### src/rtl/pml_pkg.sv
package pml_pkg;

    localparam int INSTR_W = 16;
    localparam int DST_W   = 5;

    localparam logic [INSTR_W-1:0] ENC_IMPLIED   = 16'h95C8;
    localparam logic [6:0]         ENC_HI_MATCH  = 7'b1001000;
    localparam logic [3:0]         ENC_LO_PLAIN  = 4'b0100;
    localparam logic [3:0]         ENC_LO_INCR   = 4'b0101;

    typedef enum logic [1:0] {
        OP_NONE,
        OP_IMPLIED,
        OP_PLAIN,
        OP_POSTINC
    } op_e;

    typedef enum logic [1:0] {
        ST_IDLE,
        ST_FETCH,
        ST_WB
    } st_e;

    typedef struct packed {
        op_e              op;
        logic [DST_W-1:0] dst;
        logic             incr;
        logic             undef;
    } dec_t;

    // A destination is a pointer half when all but its lowest bit are set.
    function automatic logic is_ptr_reg(input logic [DST_W-1:0] d);
        return &d[DST_W-1:1];
    endfunction

endpackage

### src/rtl/pml_decode.sv
module pml_decode
    import pml_pkg::*;
(
    input  logic [INSTR_W-1:0] instr,
    output dec_t               dec
);
    always_comb begin
        dec = '0;
        if (instr == ENC_IMPLIED) begin
            dec.op  = OP_IMPLIED;
            dec.dst = '0;
        end else if (instr[15:9] == ENC_HI_MATCH && instr[3:0] == ENC_LO_PLAIN) begin
            dec.op  = OP_PLAIN;
            dec.dst = instr[8:4];
        end else if (instr[15:9] == ENC_HI_MATCH && instr[3:0] == ENC_LO_INCR) begin
            dec.op    = OP_POSTINC;
            dec.dst   = instr[8:4];
            dec.incr  = 1'b1;
            dec.undef = is_ptr_reg(instr[8:4]);
        end
    end
endmodule

### src/rtl/pml_lane_sel.sv
module pml_lane_sel #(
    parameter int WORD_W = 16,
    parameter int BYTE_W = 8,
    localparam int LANES = WORD_W / BYTE_W,
    localparam int SEL_W = $clog2(LANES)
) (
    input  logic [WORD_W-1:0] word,
    input  logic [SEL_W-1:0]  sel,
    output logic [BYTE_W-1:0] byte_o
);
    logic [BYTE_W-1:0] lane [LANES];

    for (genvar i = 0; i < LANES; i++) begin : g_lane
        assign lane[i] = word[i*BYTE_W +: BYTE_W];
    end

    assign byte_o = lane[sel];
endmodule

### src/rtl/pml_ptr_inc.sv
module pml_ptr_inc #(
    parameter int W = 16
) (
    input  logic [W-1:0] cur,
    output logic [W-1:0] nxt
);
    localparam logic [W-1:0] ONE = {{(W-1){1'b0}}, 1'b1};
    assign nxt = cur + ONE;
endmodule

### src/rtl/pmem_byte_load.sv
module pmem_byte_load
    import pml_pkg::*;
#(
    parameter int PTR_W  = 16,
    parameter int WORD_W = 16,
    parameter int BYTE_W = 8,
    parameter int REG_AW = 5,
    parameter int ADDR_W = PTR_W - $clog2(WORD_W / BYTE_W)
) (
    input  logic                clk,
    input  logic                rst,
    input  logic                start_i,
    input  logic [15:0]         instr_i,
    input  logic [PTR_W-1:0]    ptr_i,
    output logic                rf_we_o,
    output logic [REG_AW-1:0]   rf_waddr_o,
    output logic [BYTE_W-1:0]   rf_wdata_o,
    output logic                ptr_we_o,
    output logic [PTR_W-1:0]    ptr_wdata_o,
    output logic                pm_re_o,
    output logic [ADDR_W-1:0]   pm_addr_o,
    input  logic [WORD_W-1:0]   pm_rdata_i,
    output logic                done_o,
    output logic                undef_o
);
    localparam int SEL_W = $clog2(WORD_W / BYTE_W);

    st_e              st_q;
    dec_t             dec_d;
    dec_t             op_q;
    logic [PTR_W-1:0] ptr_q;
    logic [PTR_W-1:0] ptr_nxt;
    logic [BYTE_W-1:0] byte_sel;
    logic             in_wb;

    pml_decode u_dec (
        .instr (instr_i),
        .dec   (dec_d)
    );

    pml_lane_sel #(.WORD_W(WORD_W), .BYTE_W(BYTE_W)) u_lane (
        .word   (pm_rdata_i),
        .sel    (ptr_q[SEL_W-1:0]),
        .byte_o (byte_sel)
    );

    pml_ptr_inc #(.W(PTR_W)) u_inc (
        .cur (ptr_q),
        .nxt (ptr_nxt)
    );

    always_ff @(posedge clk) begin
        if (rst) begin
            st_q  <= ST_IDLE;
            op_q  <= '0;
            ptr_q <= '0;
        end else begin
            unique case (st_q)
                ST_IDLE: begin
                    if (start_i && dec_d.op != OP_NONE) begin
                        st_q  <= ST_FETCH;
                        op_q  <= dec_d;
                        ptr_q <= ptr_i;
                    end
                end
                ST_FETCH: st_q <= ST_WB;
                default:  st_q <= ST_IDLE;
            endcase
        end
    end

    assign in_wb       = (st_q == ST_WB);
    assign pm_re_o     = (st_q == ST_FETCH);
    assign pm_addr_o   = ptr_q[PTR_W-1:SEL_W];
    assign done_o      = in_wb;
    assign rf_we_o     = in_wb && op_q.op != OP_NONE;
    assign rf_waddr_o  = REG_AW'(op_q.dst);
    assign rf_wdata_o  = byte_sel;
    assign ptr_we_o    = in_wb && op_q.incr && !op_q.undef;
    assign ptr_wdata_o = ptr_nxt;
    assign undef_o     = in_wb && op_q.undef;

    // completion follows a read strobe by one cycle
    p_done_after_read_r7: assert property (@(posedge clk) disable iff (rst)
        done_o |-> $past(pm_re_o));
    // done is a single-cycle pulse
    p_done_pulse_r7: assert property (@(posedge clk) disable iff (rst)
        done_o |=> !done_o);
    // writes only with completion
    p_write_with_done_r7: assert property (@(posedge clk) disable iff (rst)
        (rf_we_o || ptr_we_o) |-> done_o);
    // a read only starts from an accepted strobe
    p_read_needs_start_r8: assert property (@(posedge clk) disable iff (rst)
        $rose(pm_re_o) |-> $past(start_i));
    // undefined case never writes the pointer
    p_no_ptr_write_undef_r6: assert property (@(posedge clk) disable iff (rst)
        undef_o |-> (!ptr_we_o && rf_we_o));
    // written pointer is the start-cycle pointer plus one
    p_inc_value_r5: assert property (@(posedge clk) disable iff (rst)
        ptr_we_o |-> ptr_wdata_o == $past(ptr_i, 2) + PTR_W'(1));
    // read address stays put while the read is outstanding
    p_addr_hold_r1: assert property (@(posedge clk) disable iff (rst)
        done_o |-> $stable(pm_addr_o));
endmodule

### config.mk
export PLATFORM = sky130hd
export DESIGN_NAME = pmem_byte_load
export DESIGN_NICKNAME = d
export VERILOG_FILES = /design/src/rtl/pml_pkg.sv /design/src/rtl/pml_decode.sv /design/src/rtl/pml_lane_sel.sv /design/src/rtl/pml_ptr_inc.sv /design/src/rtl/pmem_byte_load.sv
export SDC_FILE = /design/constraint.sdc
export NUM_CORES = 1
export LEC_CHECK = 0
export ABC_CLOCK_PERIOD_IN_PS = 4150
export BUFFER_PORTS_ARGS = -buffer_cell sky130_fd_sc_hd__buf_2
export CAP_MARGIN = 20
export CORE_ASPECT_RATIO = 0.6
export CORE_MARGIN = 3
export CORE_UTILIZATION = 35
export DETAILED_ROUTE_END_ITERATION = 10
export PLACE_DENSITY = 0.69
export SETUP_SLACK_MARGIN = 0.4
export SLEW_MARGIN = 10
export SYNTH_ARGS = -nofsm -noshare
export SYNTH_HDL_FRONTEND = slang
export SYNTH_HIERARCHICAL = 1
export SYNTH_SLANG_ARGS = --single-unit
### constraint.sdc
create_clock -name clk -period 4.15 [get_ports clk]
set_clock_uncertainty 0.15 [all_clocks]
set_input_delay 0.83 -clock clk [delete_from_list [all_inputs] [get_ports clk]]
set_output_delay 0.83 -clock clk [all_outputs]
set_load 0.1 [all_outputs]
==> metrics.csv, run 1 <==
stage,metric,value,unit
routing,DRT Wirelength,4580,um
power_and_ir_drop,Sw Share,0.272,
power_and_ir_drop,Int Power,361,uW
clocking,CTS sink count,27,
floorplanning,Rows,20,
power_and_ir_drop,Net Sw Power,135,uW
critical_path,Setup Crit Path Kind,reg2out,
logic_synthesis,Synth Area in Compound Gates,0.00835,
critical_path,CP Buf/Inv Count,2,
placement,# port buffers,99,
sta,Max Clk Rate,0.301,GHz
clocking,clock buffer depth,2,
routing,number of nets with antenna violations after routing,0,
logic_synthesis,"EDFF count, synth",0,
sta,fin crit share,0.800,
power_and_ir_drop,Flop pwr share,0.522,
logic_synthesis,fraction of the mapped netlist area in simple logic gates,0.324,
final_layout,layout cells sized above 1,0.415,
grt,Tot GR Track Use,0.137,
routing,number of remaining DRC errors,0,
clocking,postcts setup bufs,0,
logic_synthesis,Netlist cell types,33,
logic_synthesis,async set-reset flop share out of synthesis,0,
sta,Slew @ Worst Pin,0.624,ns
logic_synthesis,top_reg_cell synth,dfxtp_1,
logic_synthesis,Yosys top cell area share,0.277,
floorplanning,Core ar.,5200,sq um
sta,Hold Slack,0.324,ns
critical_path,required time of the critical path,3.17,ns
critical_path,critical-path maximum fanout,14,
critical_path,CP max stage cell,buf_2,
sta,min Tclk post-route,3.32,ns
placement,placed cell count,346,
critical_path,worst reg2reg path depth,3,
clocking,H-Tree Depth,1,
routing,detailed-route via count,1602,
grt,vias in the first global route,1442,
logic_synthesis,largest family of logic cells by synthesized area,simple AND/OR/NAND/NOR gates,
sta,final hold violation count,0,
logic_synthesis,flip-flop and latch count after synthesis,27,
clocking,CTS Hold Bufs,0,
clocking,Skew-Pair Late Insertion Delay,0.28,ns
final_layout,Post-layout nets,337,
placement,hpwl dp,3670,um
sta,Worst slew margin,0.584,
floorplanning,Die Width,102,um
outcome,status,finished clean,
worst_hold_path,hold depth,2,
logic_synthesis,adder-cell share of the synthesized area,0.00642,
worst_hold_path,Hold Crit Class,reg2reg,
final_layout,diode count,0,
power_and_ir_drop,VDD IR max,115,uV
clocking,CTS resizes,0,
routing,Initial DRC Count,56,
power_and_ir_drop,P per Cell Area,211,nW/um^2
placement,RePlAce Congestion,0.823,
grt,gr ovfl total,0,
final_layout,area grow syn2layout,21.0,%
sta,Final setup viols,0,
job,Max Cap Viol,0,
logic_synthesis,Syn Inst Count,209,
clocking,"Reg clk slew, reported paths",0.10,ns
clocking,Root Buffer,clkbuf_8,
floorplanning,DIE HEIGHT,63.8,um
routing,Avg Vias per Cell,4.58,
logic_synthesis,cell taking the most area after synthesis,dfxtp_1,
critical_path,crit path capture type,output pin,
critical_path,data arrival time of the worst path,2.34,ns
critical_path,crit-path leading delay family,buffers and inverters,
grt,first-pass GRT wire length,7250,um
routing,DRT Pass-1 Iters,4,
clocking,CTS Buf Count,3,
logic_synthesis,"Seq/Total Area, Yosys",0.277,
sta,RSZ-0062 raised after global routing,false,
floorplanning,Starting Density,0.374,
grt,largest net degree at the start of global routing,53,
logic_synthesis,Syn Nets,261,
sta,Pins Over Slew Limit,0,
power_and_ir_drop,Lkg Pwr,1.09,nW
power_and_ir_drop,Gate power share,0.173,
final_layout,post-route insts no fill,350,
critical_path,CP Depth,6,
critical_path,Worst setup SP type,flop,
routing,drt wl/cell,13.1,um
logic_synthesis,top post-synthesis cells by area,"dfxtp_1 28%, nand2b_1 16%, mux2i_1 13%",
critical_path,critical-path cell list,"buf_4, ha_1, nand4_1, nor4_1, xor2_1, buf_2",
critical_path,Max stage delay on crit path,0.45,ns
grt,initial antenna violation count,0,
clocking,TritonCTS clock tree,yes,
floorplanning,io pins,100,
power_and_ir_drop,clock share of power,0.305,
sta,setup TNS after final layout,0,ns
floorplanning,die area,6530,sq um
logic_synthesis,total number of yosys warnings,6,
logic_synthesis,Mapped Area,1950,sq um
logic_synthesis,average size of a mapped cell,9.32,sq um
logic_synthesis,post-synthesis mux area share,0.190,
logic_synthesis,post-synthesis xor/xnor area fraction,0.0629,
==> path summary, 6_finish.rpt <==
check / startpoint / to / slack [ns]
max reg2reg: st_q[1] / rf_waddr_o[0] / 2.39
max: ptr_q[0] / ptr_wdata_o[12] / 0.83
min reg2reg: rf_waddr_o[1] / rf_waddr_o[1] / 0.32
min: rf_waddr_o[1] / rf_waddr_o[1] / 0.32
==> power groups by stage <==
stage | logic, mW | registers, mW | clock network (mW)
finish | 0.0859 | 0.259 | 0.152
global route | 0.0915 | 0.259 | 0.172
CTS | 0.0863 | 0.259 | 0.158
detailed placement | 0.0862 | 0.265 | 0
global placement | 0.0854 | 0.265 | 0
floorplan | 0.0560 | 0.265 | 0
==> metrics by stage <==
stage	worst slack (ns)	power [mW]	util	area, sq um
global route	0.709	0.523	0.453	2360
detailed placement	1.05	0.351	0.444	2310
global placement	1.16	0.351	0.444	2310
floorplan	0.436	0.321	-	1950
finish	0.831	0.497	0.453	2360
CTS	0.827	0.503	0.453	2360
==> cell type report <==
class	instances	area [sq um]
clock inverters	1	5.00
inverters	4	15.0
repair buffers	101	510
flip-flops and latches	27	541
fillers	530	2850
well taps	66	82.6
multi-input cells	148	1160
clock buffers	3	41.3
==> Yosys cell counts, drive strengths merged (2+ instances only) <==
master / n
and2: 7
and4: 2
buf: 25
clkbuf: 5
dfxtp: 27
inv: 4
mux2: 8
mux2i: 25
nand2: 4
nand2b: 49
nand3: 6
nand4: 4
nor2: 7
nor2b: 3
nor3: 4
nor4: 4
nor4b: 2
xnor2: 5
xor2: 9
==> state kept, by name, summed over array words and instances, names as in the netlist <==
signal      cells
op_q            4
ptr_q          16
rf_waddr_o      5
st_q            2
==> worst register-to-register path: stages (launching register included) <==
cell	delay, ns
dfxtp_1	0.35
nor4b_4	0.50
buf_4	0.44
mux2i_1	0.24
==> cell usage in the layout, fill, tap and decap left out, drive strengths merged, types with 2 or more instances in the layout <==
master  count
xnor2       5
clkbuf      3
nand3       6
nor4b       2
mux2i      25
mux2        8
and2        7
xor2        9
nand2b     49
nor4        4
nand2       4
nor3        4
dfxtp      27
buf       101
and4        2
inv         4
nand4       4
nor2        7
nor2b       3
==> layer usage <==
metal | track usage | wire length (um) | vias up
met5 | 0 | 0 | -
met4 | 0.00491 | 0 | 0
met3 | 0.0360 | 258 | 0
met2 | 0.197 | 1930 | 45
met1 | 0.215 | 2390 | 732
li1 | - | - | 825
==> logic make-up (layout without fill, tap and decap cells) <==
group                      Yosys count  in the layout
adders and majority gates            1              1
buffers and inverters               34            109
and+or+nand+nor                     98             98
AOI/OAI and AO/OA                    2              2
xor gates and xnor gates            14             14
muxes                               33             33
DFF                                 27             27
Note: power is estimated with default switching activity, not from simulation.
==> run 2: changes to the inputs <==
--- a/config.mk
+++ b/config.mk
@@ -5,14 +5,14 @@
 export SDC_FILE = /design/constraint.sdc
 export NUM_CORES = 1
 export LEC_CHECK = 0
-export ABC_CLOCK_PERIOD_IN_PS = 4150
+export ABC_CLOCK_PERIOD_IN_PS = 2700
 export BUFFER_PORTS_ARGS = -buffer_cell sky130_fd_sc_hd__buf_2
 export CAP_MARGIN = 20
 export CORE_ASPECT_RATIO = 0.6
 export CORE_MARGIN = 3
 export CORE_UTILIZATION = 35
 export DETAILED_ROUTE_END_ITERATION = 10
-export PLACE_DENSITY = 0.69
+export PLACE_DENSITY = 0.72
 export SETUP_SLACK_MARGIN = 0.4
 export SLEW_MARGIN = 10
 export SYNTH_ARGS = -nofsm -noshare
==> constraint.sdc (replaced) <==
create_clock -name clk -period 2.7 [get_ports clk]
set_clock_uncertainty 0.15 [all_clocks]
set_input_delay 0.54 -clock clk [delete_from_list [all_inputs] [get_ports clk]]
set_output_delay 0.54 -clock clk [all_outputs]
set_load 0.1 [all_outputs]
==> run 2 against run 1 <==
Compared with the run above:
- design area is 30% higher
- setup slack worse by 0.56 ns
- global-route usage is 1.6 points higher
- utilization is 14 points higher
- clock-buffer cell count is 1 higher
- clock power is 51% higher
- power is 51% higher
==> metrics.csv, run 2 (synthesized netlist as in run 1, its figures left out) <==
stage,metric,value,unit
outcome,status,finished clean,
clocking,"Reg clk slew, reported paths",0.09,ns
worst_hold_path,worst hold path startpoint,rf_waddr_o[4],
placement,# port buffers,99,
clocking,Skew-Pair Late Insertion Delay,0.27,ns
floorplanning,DIE HEIGHT,63.8,um
clocking,H-Tree Depth,1,
grt,gr ovfl total,0,
clocking,CTS sink count,27,
final_layout,diode count,0,
floorplanning,Core ar.,5200,sq um
critical_path,Critical path origin,ptr_q[0],
clocking,Root Buffer,clkbuf_8,
sta,Final setup viols,0,
routing,Initial DRC Count,23,
placement,hpwl dp,3850,um
floorplanning,Die Width,102,um
clocking,clock buffer depth,2,
critical_path,crit path capture type,output pin,
final_layout,layout cells sized above 1,0.592,
routing,number of remaining DRC errors,0,
floorplanning,io pins,100,
grt,initial antenna violation count,0,
sta,Slew @ Worst Pin,0.624,ns
power_and_ir_drop,Lkg Pwr,1.43,nW
job,Max Cap Viol,0,
final_layout,largest reg by FF count,ptr_q,
sta,Pins Over Slew Limit,0,
routing,DRT Wirelength,5080,um
routing,number of nets with antenna violations after routing,0,
final_layout,final design area excluding fillers,3070,sq um
critical_path,data arrival time of the worst path,1.74,ns
sta,min Tclk post-route,2.43,ns
grt,largest net degree at the start of global routing,53,
routing,drt wl/cell,13.5,um
worst_hold_path,Hold Crit Class,reg2reg,
sta,RSZ-0062 raised after global routing,true,
final_layout,post-layout util,0.589,
critical_path,Worst setup SP type,flop,
power_and_ir_drop,P per Cell Area,244,nW/um^2
grt,vias in the first global route,1634,
worst_hold_path,hold depth,2,
final_layout,most frequent cells in the layout,"86 x buf_2, 49 x nand2b_1, 29 x buf_4",
sta,final hold violation count,0,
final_layout,Post-layout nets,364,
sta,fin crit share,0.899,
critical_path,worst reg2reg path depth,3,
placement,Placed Area,2750,sq um
final_layout,"most common cell after layout, fill and taps aside",buf_2,
floorplanning,die area,6530,sq um
critical_path,required time of the critical path,2.01,ns
final_layout,Largest register FFs,16,
clocking,TritonCTS clock tree,yes,
power_and_ir_drop,VDD IR max,160,uV
routing,Avg Vias per Cell,4.58,
floorplanning,Rows,20,
sta,Max Clk Rate,0.412,GHz
sta,Worst slew margin,0.584,
floorplanning,Starting Density,0.374,
critical_path,critical-path maximum fanout,5,
clocking,CTS Hold Bufs,0,
placement,RePlAce Congestion,0.757,
critical_path,FF-to-FF Start,st_q[0],
final_layout,area grow syn2layout,57.4,%
routing,detailed-route via count,1727,
clocking,CTS Buf Count,3,
routing,DRT Pass-1 Iters,4,
critical_path,Setup Crit Path Kind,reg2out,
grt,first-pass GRT wire length,7970,um
grt,Tot GR Track Use,0.153,
## run 2: changes by cell type in the layout (fill, tap and decap cells not counted), sizes merged
cell / previous run / this run
clkinv: 1 / 0
clkbuf: 3 / 6
buf: 101 / 126
## run 2: final cells by class
class / count / area, sq um
fill: 458 / 2140
multi-input combinational: 148 / 1470
clock buffer: 4 / 45.0
sequential: 27 / 587
timing repair buffer: 128 / 866
tap: 66 / 82.6
inverter: 4 / 15.0
## run 2: power by group
part,switching (mW),total [mW],internal [mW]
clock network,0.123,0.229,0.106
logic,0.0788,0.133,0.0546
registers,0.000218,0.386,0.386
total,0.202,0.748,0.546
## run 2: metal layers
metal / GRT usage / share of wire
met2: 0.234 / 0.43
met4: 0.0147 / 0
met1: 0.220 / 0.48
met3: 0.0491 / 0.090
met5: 0 / 0
## run 2: repair_timing
item,in CTS,in global routing
gates resized for setup,20,19
buffers inserted,7,13
pin swaps,4,9
gates cloned,0,0
setup endpoints to repair,12,13
## run 2: final timing paths
check | to | slack [ns]
min reg2reg | rf_waddr_o[4] | 0.32
max reg2reg | op_q[8] | 1.30
max | ptr_wdata_o[13] | 0.27
min | rf_waddr_o[4] | 0.32
## run 2: per-stage QoR
stage	power (mW)	setup TNS, ns	setup WS, ns	cells	hold slack (ns)
floorplan	0.492	-0.0372	-0.0372	209	0.294
global placement	0.538	0	0.288	353	0.310
detailed placement	0.539	0	0.274	353	0.310
CTS	0.771	0	0.256	364	0.331
global route	0.787	0	0.197	377	0.349
finish	0.748	0	0.274	377	0.325
## run 2: worst max-delay path, stage by stage (launching register included)
cell and delay (ns):
dfxtp_4 0.38, nand4_1 0.11, buf_6 0.15, nor4_2 0.28, buf_4 0.18, xor2_4 0.16
buf_12 0.19
